`src/rtl/srx_pkg.sv`:
```
package srx_pkg;
    localparam int OSR  = 16;
    localparam int HALF = OSR / 2;

    typedef enum logic [2:0] {
        ST_IDLE,
        ST_START,
        ST_DATA,
        ST_NINTH,
        ST_STOP
    } srx_state_e;
endpackage

```
`src/rtl/srx_sync.sv`:
```
module srx_sync #(
    parameter int STAGES = 2
) (
    input  logic clk,
    input  logic rst_n,
    input  logic din,
    output logic dout
);
    logic [STAGES-1:0] chain;

    always_ff @(posedge clk) begin
        if (!rst_n) chain <= '1;
        else        chain <= {chain[STAGES-2:0], din};
    end

    assign dout = chain[STAGES-1];
endmodule

```
`src/rtl/srx_lowrun.sv`:
```
module srx_lowrun #(
    parameter int LIMIT = 168,
    localparam int CW   = $clog2(LIMIT + 2)
) (
    input  logic clk,
    input  logic rst_n,
    input  logic tick,
    input  logic line,
    output logic brk_hit
);
    localparam logic [CW-1:0] MAXC = '1;
    logic [CW-1:0] run_cnt;

    always_ff @(posedge clk) begin
        if (!rst_n) begin
            run_cnt <= '0;
        end else if (tick) begin
            if (line)                 run_cnt <= '0;
            else if (run_cnt != MAXC) run_cnt <= run_cnt + 1'b1;
        end
    end

    // run long enough and line still low on this tick
    assign brk_hit = !line && (run_cnt >= CW'(LIMIT));

    // a high line on a tick ends any run
    assert_run_reset_R9: assert property (@(posedge clk) disable iff (!rst_n)
        (tick && line) |=> !brk_hit);
endmodule

```
`src/rtl/srx_frame_fsm.sv`:
```
module srx_frame_fsm
    import srx_pkg::*;
#(
    parameter int DW = 8,
    localparam int BW = $clog2(DW),
    localparam int CNTW = $clog2(OSR)
) (
    input  logic          clk,
    input  logic          rst_n,
    input  logic          tick,
    input  logic          line,
    input  logic          ninth_en,
    output logic          done,
    output logic [DW-1:0] byte_o,
    output logic          stop_o
);
    srx_state_e      state, nstate;
    logic [CNTW-1:0] cnt;
    logic [BW-1:0]   bit_idx;
    logic [DW-1:0]   shreg;
    logic            smp, half;

    assign smp  = tick && (cnt == CNTW'(OSR - 1));
    assign half = tick && (cnt == CNTW'(HALF - 1));

    always_ff @(posedge clk) begin
        if (!rst_n) state <= ST_IDLE;
        else        state <= nstate;
    end

    always_comb begin
        nstate = state;
        done   = 1'b0;
        unique case (state)
            ST_IDLE:  if (tick && !line) nstate = ST_START;
            ST_START: if (half) nstate = line ? ST_IDLE : ST_DATA;
            ST_DATA:  if (smp && bit_idx == BW'(DW - 1))
                          nstate = ninth_en ? ST_NINTH : ST_STOP;
            ST_NINTH: if (smp) nstate = ST_STOP;
            ST_STOP:  if (smp) begin
                          nstate = ST_IDLE;
                          done   = 1'b1;
                      end
            default:  nstate = ST_IDLE;
        endcase
    end

    always_ff @(posedge clk) begin
        if (!rst_n) begin
            cnt     <= '0;
            bit_idx <= '0;
            shreg   <= '0;
        end else if (tick) begin
            if (state == ST_IDLE || nstate != state || smp) cnt <= '0;
            else                                            cnt <= cnt + 1'b1;
            if (state == ST_START) bit_idx <= '0;
            if (state == ST_DATA && smp) begin
                shreg   <= {line, shreg[DW-1:1]};
                bit_idx <= bit_idx + 1'b1;
            end
        end
    end

    assign byte_o = shreg;
    assign stop_o = line;

    // without a tick the sequencer never moves
    assert_no_tick_hold_R3: assert property (@(posedge clk) disable iff (!rst_n)
        !tick |=> $stable(state));
endmodule

```
`src/rtl/srx_top.sv`:
```
module srx_top
    import srx_pkg::*;
#(
    parameter int DW          = 8,
    parameter int SYNC_STAGES = 2,
    localparam int BRK_TICKS  = (DW + 2) * OSR + HALF
) (
    input  logic          clk,
    input  logic          rst_n,
    input  logic          rxd_in,
    input  logic          os_tick,
    input  logic          ninth_en,
    input  logic          buf_rd,
    input  logic          rdy_clr,
    input  logic          ovr_wr_en,
    input  logic          ovr_wr_data,
    output logic [DW-1:0] rx_data,
    output logic          rx_ready,
    output logic          ovr_err,
    output logic          frm_err,
    output logic          brk_err
);
    logic          line_s;
    logic          brk_hit;
    logic          frame_done;
    logic [DW-1:0] frame_byte;
    logic          stop_bit;

    srx_sync #(.STAGES(SYNC_STAGES)) u_sync (
        .clk(clk), .rst_n(rst_n), .din(rxd_in), .dout(line_s)
    );

    srx_lowrun #(.LIMIT(BRK_TICKS)) u_lowrun (
        .clk(clk), .rst_n(rst_n), .tick(os_tick), .line(line_s), .brk_hit(brk_hit)
    );

    srx_frame_fsm #(.DW(DW)) u_fsm (
        .clk(clk), .rst_n(rst_n), .tick(os_tick), .line(line_s),
        .ninth_en(ninth_en), .done(frame_done), .byte_o(frame_byte), .stop_o(stop_bit)
    );

    always_ff @(posedge clk) begin
        if (!rst_n) begin
            rx_data  <= '0;
            rx_ready <= 1'b0;
            ovr_err  <= 1'b0;
            frm_err  <= 1'b0;
            brk_err  <= 1'b0;
        end else if (frame_done) begin
            rx_data  <= frame_byte;
            rx_ready <= 1'b1;
            ovr_err  <= ovr_err | rx_ready;
            frm_err  <= ~stop_bit;
            brk_err  <= brk_hit;
        end else begin
            if (buf_rd || rdy_clr)         rx_ready <= 1'b0;
            if (ovr_wr_en && !ovr_wr_data) ovr_err  <= 1'b0;
        end
    end

    assert_ready_set_R5: assert property (@(posedge clk) disable iff (!rst_n)
        frame_done |=> rx_ready);
    assert_ovr_set_R6: assert property (@(posedge clk) disable iff (!rst_n)
        (frame_done && rx_ready) |=> ovr_err);
    assert_ovr_sticky_R7: assert property (@(posedge clk) disable iff (!rst_n)
        (ovr_err && !(ovr_wr_en && !ovr_wr_data)) |=> ovr_err);
    assert_data_hold_R3: assert property (@(posedge clk) disable iff (!rst_n)
        !frame_done |=> $stable(rx_data));
    assert_frm_hold_R8: assert property (@(posedge clk) disable iff (!rst_n)
        !frame_done |=> $stable(frm_err));
    assert_brk_hold_R9: assert property (@(posedge clk) disable iff (!rst_n)
        !frame_done |=> $stable(brk_err));
endmodule

```
`config.mk`:
```
export PLATFORM = sky130hd
export DESIGN_NAME = srx_top
export DESIGN_NICKNAME = d
export VERILOG_FILES = /design/src/rtl/srx_pkg.sv /design/src/rtl/srx_sync.sv /design/src/rtl/srx_lowrun.sv /design/src/rtl/srx_frame_fsm.sv /design/src/rtl/srx_top.sv
export SDC_FILE = /design/constraint.sdc
export NUM_CORES = 1
export LEC_CHECK = 0
export BUFFER_PORTS_ARGS = -buffer_cell sky130_fd_sc_hd__buf_2
export CORE_MARGIN = 2
export CORE_UTILIZATION = 40
export DETAILED_ROUTE_END_ITERATION = 10
export GPL_ROUTABILITY_DRIVEN = 0
export HOLD_SLACK_MARGIN = 0.02
export PLACE_DENSITY = 0.7
export SLEW_MARGIN = 20
export SYNTH_ARGS = -nofsm -noshare
export SYNTH_HDL_FRONTEND = slang
export SYNTH_HIERARCHICAL = 1
export SYNTH_SLANG_ARGS = --single-unit
```
`constraint.sdc`:
```
create_clock -name clk -period 3.7 [get_ports clk]
set_clock_uncertainty 0.05 [all_clocks]
set_input_delay 0.185 -clock clk [delete_from_list [all_inputs] [get_ports clk]]
set_output_delay 0.185 -clock clk [all_outputs]
set_load 0.01 [all_outputs]
```
Word-level counts from Yosys, hierarchy flattened
Index checks and enable logic that the tools add are counted.
W data, S select, Z words.
{"block": "op_classes", "add_sub_neg": 3, "magnitude_cmp": 1, "n_eq_ne": 9, "n_mux": 19, "bitwise": 2, "n_reduce_logical": 20}
{"operator": "$mux W3", "count": 8}
{"operator": "$mux W8", "count": 2}
{"operator": "$pmux W3 S5", "count": 1}
{"operator": "$add A8 B1 Y8 const B", "count": 1}
{"operator": "$ge A8 B8 Y1 const B", "count": 1}
{"operator": "$ne A8 B8 Y1 const B", "count": 1}
{"operator": "$reduce_bool A2 Y1", "count": 4}
{"operator": "$logic_and A1 B1 Y1", "count": 7}
{"operator": "$eq A3 B2 Y1 const B", "count": 2}
{"operator": "$eq A3 B3 Y1 const B", "count": 2}
{"operator": "$mux W1", "count": 6}
{"operator": "$reduce_and A2 Y1", "count": 3}
{"operator": "$add A4 B1 Y4 const B", "count": 1}
{"operator": "$eq A4 B3 Y1 const B", "count": 1}
{"operator": "$eq A4 B4 Y1 const B", "count": 1}
{"operator": "$mux W4", "count": 1}
{"operator": "$add A3 B1 Y3 const B", "count": 1}
{"operator": "$eq A3 B1 Y1 const B", "count": 1}
{"operator": "$logic_not A3 Y1", "count": 1}
{"operator": "$logic_or A1 B1 Y1", "count": 3}
{"operator": "$ne A3 B3 Y1", "count": 1}
{"operator": "$logic_not A1 Y1", "count": 2}
{"operator": "$mux W2", "count": 1}
{"operator": "$not A1 Y1", "count": 1}
{"operator": "$or A1 B1 Y1", "count": 1}
{"block": "totals", "ff_bits": 40, "elab_cells": 65}

Depth between registers and ports, before layout
{"block": "depth", "depth_word": 9, "mapped_depth": 7, "mapped_depth_nobuf": 6}

By module
Netlist, hierarchy kept.
{"mod": "srx_frame_fsm", "instances": 1, "cells_per_inst": 103, "area_per_inst_um2": 925.9}
{"mod": "srx_top", "instances": 1, "cells_per_inst": 41, "area_per_inst_um2": 473.0}
{"mod": "srx_lowrun", "instances": 1, "cells_per_inst": 57, "area_per_inst_um2": 457.9}
{"mod": "srx_sync", "instances": 1, "cells_per_inst": 4, "area_per_inst_um2": 52.6}

Worst setup path after synthesis
OpenSTA, ideal clock, no wires.
{"block": "synth_path", "path_kind": "register to register", "start": "register u_lowrun.run_cnt[0]", "end": "register u_lowrun.run_cnt[3]", "setup_ns": 0.120, "arrival_time_ns": 1.587, "required_time_ns": 3.530, "slack_ns": 1.944, "stages_incl_launch_ff": 6, "path_buffers": 0, "path_cell_list": "dfxtp_1 ha_1 nand4_2 or3_4 and4b_1 o31a_1"}
{"block": "synth_between", "elab_chain_len": 3, "word_cells_on_any_way": 6, "classes_between": "add/sub (1); eq/ne (1); mux (2); reduce/logical (2)"}
{"element": "start: declaration", "line_no": "srx_lowrun.sv:12", "source": "logic [CW-1:0] run_cnt;"}
{"element": "start signal: assignment", "line_no": "srx_lowrun.sv:19", "source": "else if (run_cnt != MAXC) run_cnt <= run_cnt + 1'b1;"}
{"element": "$add A8 B1 Y8 or $ne A8 B8 Y1 (tied branches)", "line_no": "srx_lowrun.sv:19"}
{"element": "$mux W8 or $reduce_bool A2 Y1 (tied branches)"}
{"element": "$mux W8 or $reduce_and A2 Y1 (tied branches)"}
Parallel ways exist; a longest one is shown, timed or not. The select of a mux whose other input is x is not followed.
A chain may end at the register's enable or synchronous reset.

Worst setup path in the final report
Same ends and word-level chain as after synthesis.

==> flow_summary.toml <==
[outcome]
status = "complete, no violations"

[min_path]
whs_path_depth = 3
hp-class = "in2reg"

[final_layout]
ff_latch_area_um2 = 801
fillers = 452
layout.nets = 237
diodes = 0
area_growth_pct = 10.9
multi_input_area_um2 = 1010
drive_gt1_share_pct = 15.6
design_area_um2 = 2120

[floorplan]
die_area_um2 = 5340
initial_core_util_pct = 41.0
ios = 21
die-width_um = 73.1
core_um2 = 4660
rows = 25
dieHeight_um = 73.1

[run]
drv_cap = 0

[routing]
dr.pass1.iters = 4
route.detailed.drc = 0
via_per_inst = 5.28
totalWireLength_um = 3310
detail_route.wl_per_cell_um = 11.9
drtIter0Drc = 43
postRouteAntennaNets = 0
vias = 1467

[logic_synthesis]
syn_area_um2 = 1910
ys_ff_latch = 40
synth-edff-count = 0
netlist_instances = 205
synth_area_per_cell_um2 = 9.31
synth_top_cell_by_area = "dfxtp_1"
synth_xor_area_share_pct = 0
ys_top_cells_by_area = "dfxtp_1, mux2i_1, nor2b_1"
synth-async-reset-ratio_pct = 0
synth_top_cell_area_share_pct = 41.9
synth_fa_ha_area_share_pct = 3.28
synth_compound_area_share_pct = 14.4
yosysSeqAreaShare_pct = 41.9
syn-num-nets = 219
ys_types = 49
ys.flop_type = "dfxtp_1"
synth_top_family_by_area = "simple AND/OR/NAND/NOR gates"
muxShareOfSynthArea_pct = 8.91
synthSimpleGateAreaFrac_pct = 26.1
ys_warn_count = 6

[setup_path]
arrival_ns = 2.02
r2r_start = "u_lowrun/run_cnt[0]"
rrSetupSlack_ns = 1.82
end_kind = "flop"
ff2ff_path_depth = 5
path_max_fanout = 6
critPathCapture = "u_lowrun/run_cnt[3]"
crit_type = "reg2reg"
worstSetupStartpoint = "u_lowrun/run_cnt[0]"
cp.required_ns = 3.83
r2r_end = "u_lowrun/run_cnt[3]"
cp-start-kind = "flop"

[clocking]
cts-resized-gates = 0
cts-root-buf = "clkbuf_8"
cts_sinks = 40
cts_tree = "yes"
cts.clk_slew.worst_paths_ns = 0.08
cts_max_level = 2
cts_buffer_depth = 2
clock_latency_ns = 0.30
cts_made_buffers = 5

[pwr]
p_leak_nw = 0.803
p_per_area_nw_per_um2 = 354
ir_worst_vdd_mv = 0.217

[global_route]
grt_max_degree = 41
antenna_found_initial = 0
grt_overflow = 0
grt.total_usage_pct = 13.8
grt_pass1_wl_um = 5660
grt_pass1_vias = 1283

[sta]
setup_viol = 0
period_share_pct = 50.9
rsz0062_at_grt = "no"
tightest_slew_ns = 0.589
min_period_ns = 1.88
fmax_ghz = 0.531
hold_viol_final = 0
fin_setup_tns_ns = 0
slew_violations = 0
hold_ws_ns = 0.103
max_slew_margin_pct = 60.7

[place]
port-buffer-count = 20
dp_hpwl_um = 2210
placed_cell_area_um2 = 2020
-- logic make-up (layout without fill, tap and decap cells) --
logic type,Yosys count,count (layout)
buffers and inverters,19,38
multiplexers,17,17
adder cells (fa/ha/maj),5,5
flip-flops,40,40
AND/OR/NAND/NOR,82,82
AO/OA/AOI/OAI,42,42
-- Yosys cell counts, types with 2 or more instances --
| master | n |
|---|---|
| dfxtp_1 | 40 |
| nor2b_1 | 20 |
| mux2i_1 | 17 |
| nand2_1 | 15 |
| o21ai_0 | 13 |
| nor2_1 | 9 |
| inv_1 | 8 |
| nand3_1 | 6 |
| clkbuf_1 | 5 |
| ha_1 | 5 |
| a21oi_1 | 4 |
| a31oi_1 | 4 |
| and3_1 | 4 |
| nand2b_1 | 4 |
| nor3_1 | 4 |
| o211ai_1 | 3 |
| o22ai_1 | 3 |
| a211oi_1 | 2 |
| buf_2 | 2 |
| nor3b_1 | 2 |
| nor4b_1 | 2 |
| o211a_1 | 2 |
| o21a_1 | 2 |
| o31ai_1 | 2 |
| or2b_1 | 2 |
| or3_1 | 2 |
-- report_power, final --
part / leakage, nW / switching [W] / internal [W]
Combinational: 0.439 / 0.0000145 / 0.0000117
Sequential: 0.323 / 0.00000284 / 0.000432
Clock: 0.0414 / 0.000155 / 0.000134
-- how the worst min path moves through the flow --
stage / slack, ns / startpoint / to
after floorplan: 0.21 / rst_n / u_sync/chain[0]
after global routing: 0.1 / ovr_wr_data / ovr_err
after global placement: 0.32 / rxd_in / u_sync/chain[0]
final: 0.10 / ovr_wr_data / ovr_err
after detailed placement: 0.32 / rxd_in / u_sync/chain[0]
after CTS: 0.09 / ovr_wr_data / ovr_err
-- what timing repair did --
| action | in CTS | in global routing |
|---|---|---|
| hold endpoints to repair | 1 | 0 |
| buffers inserted | 0 | 0 |
| hold buffers | 1 | 0 |
-- cell type report --
type,instances,share of cell area (%)
clock buffer,6,3.43
clock inverter,2,0.768
tap,54,3.19
inverter,8,1.42
sequential,40,37.8
timing repair buffer,22,5.56
multi-input combinational,146,47.8
-- worst max-delay path, cell delays in order (launching register included) --
cell and delay (ns):
dfxtp_1 0.40, ha_1 0.26, nand4_2 0.17, or3_4 0.43, and4b_1 0.20, o31a_1 0.26
-- cells in the final DEF, fill, tap and decap left out, types with 3 or more instances in the layout --
cell,netlist,layout
o21ai_0,13,13
inv_1,8,8
dfxtp_1,40,40
nand2b_1,4,4
clkbuf_8,0,5
a21oi_1,4,4
o211ai_1,3,3
nand3_1,6,6
nor2_1,9,9
nor2b_1,20,20
nand2_1,15,15
o22ai_1,3,3
nor3_1,4,4
mux2i_1,17,17
and3_1,4,4
buf_2,2,20
a31oi_1,4,4
ha_1,5,5
-- flip-flops by register name (all words and copies together), names as in the netlist --
register,count
brk_err,1
frm_err,1
ovr_err,1
rx_data,8
rx_ready,1
u_fsm/bit_idx,3
u_fsm/byte_o,8
u_fsm/cnt,4
u_fsm/state,3
u_lowrun/run_cnt,8
u_sync/chain,2
-- through the flow --
step                      total power (W)  cells  utilization (%)  worst slack [ns]
final                            0.000750    278             45.4              1.82
after detailed placement         0.000471    269             43.3              1.83
after global placement           0.000471    269             43.3              1.87
after global routing             0.000788    278             45.4              1.70
after floorplan                  0.000461    205                -              1.94
after CTS                        0.000766    278             45.4              1.81
-- per-layer routing --
| layer | vias to the layer above | wire, µm | GRT usage, % |
|---|---|---|---|
| met5 | - | 0 | 0 |
| met4 | 0 | 65 | 7.41 |
| met3 | 6 | 167 | 4.28 |
| met2 | 34 | 1430 | 20.4 |
| met1 | 659 | 1650 | 17.9 |
| li1 | 768 | - | - |
No activity file was read; power rests on OpenSTA's default activity.
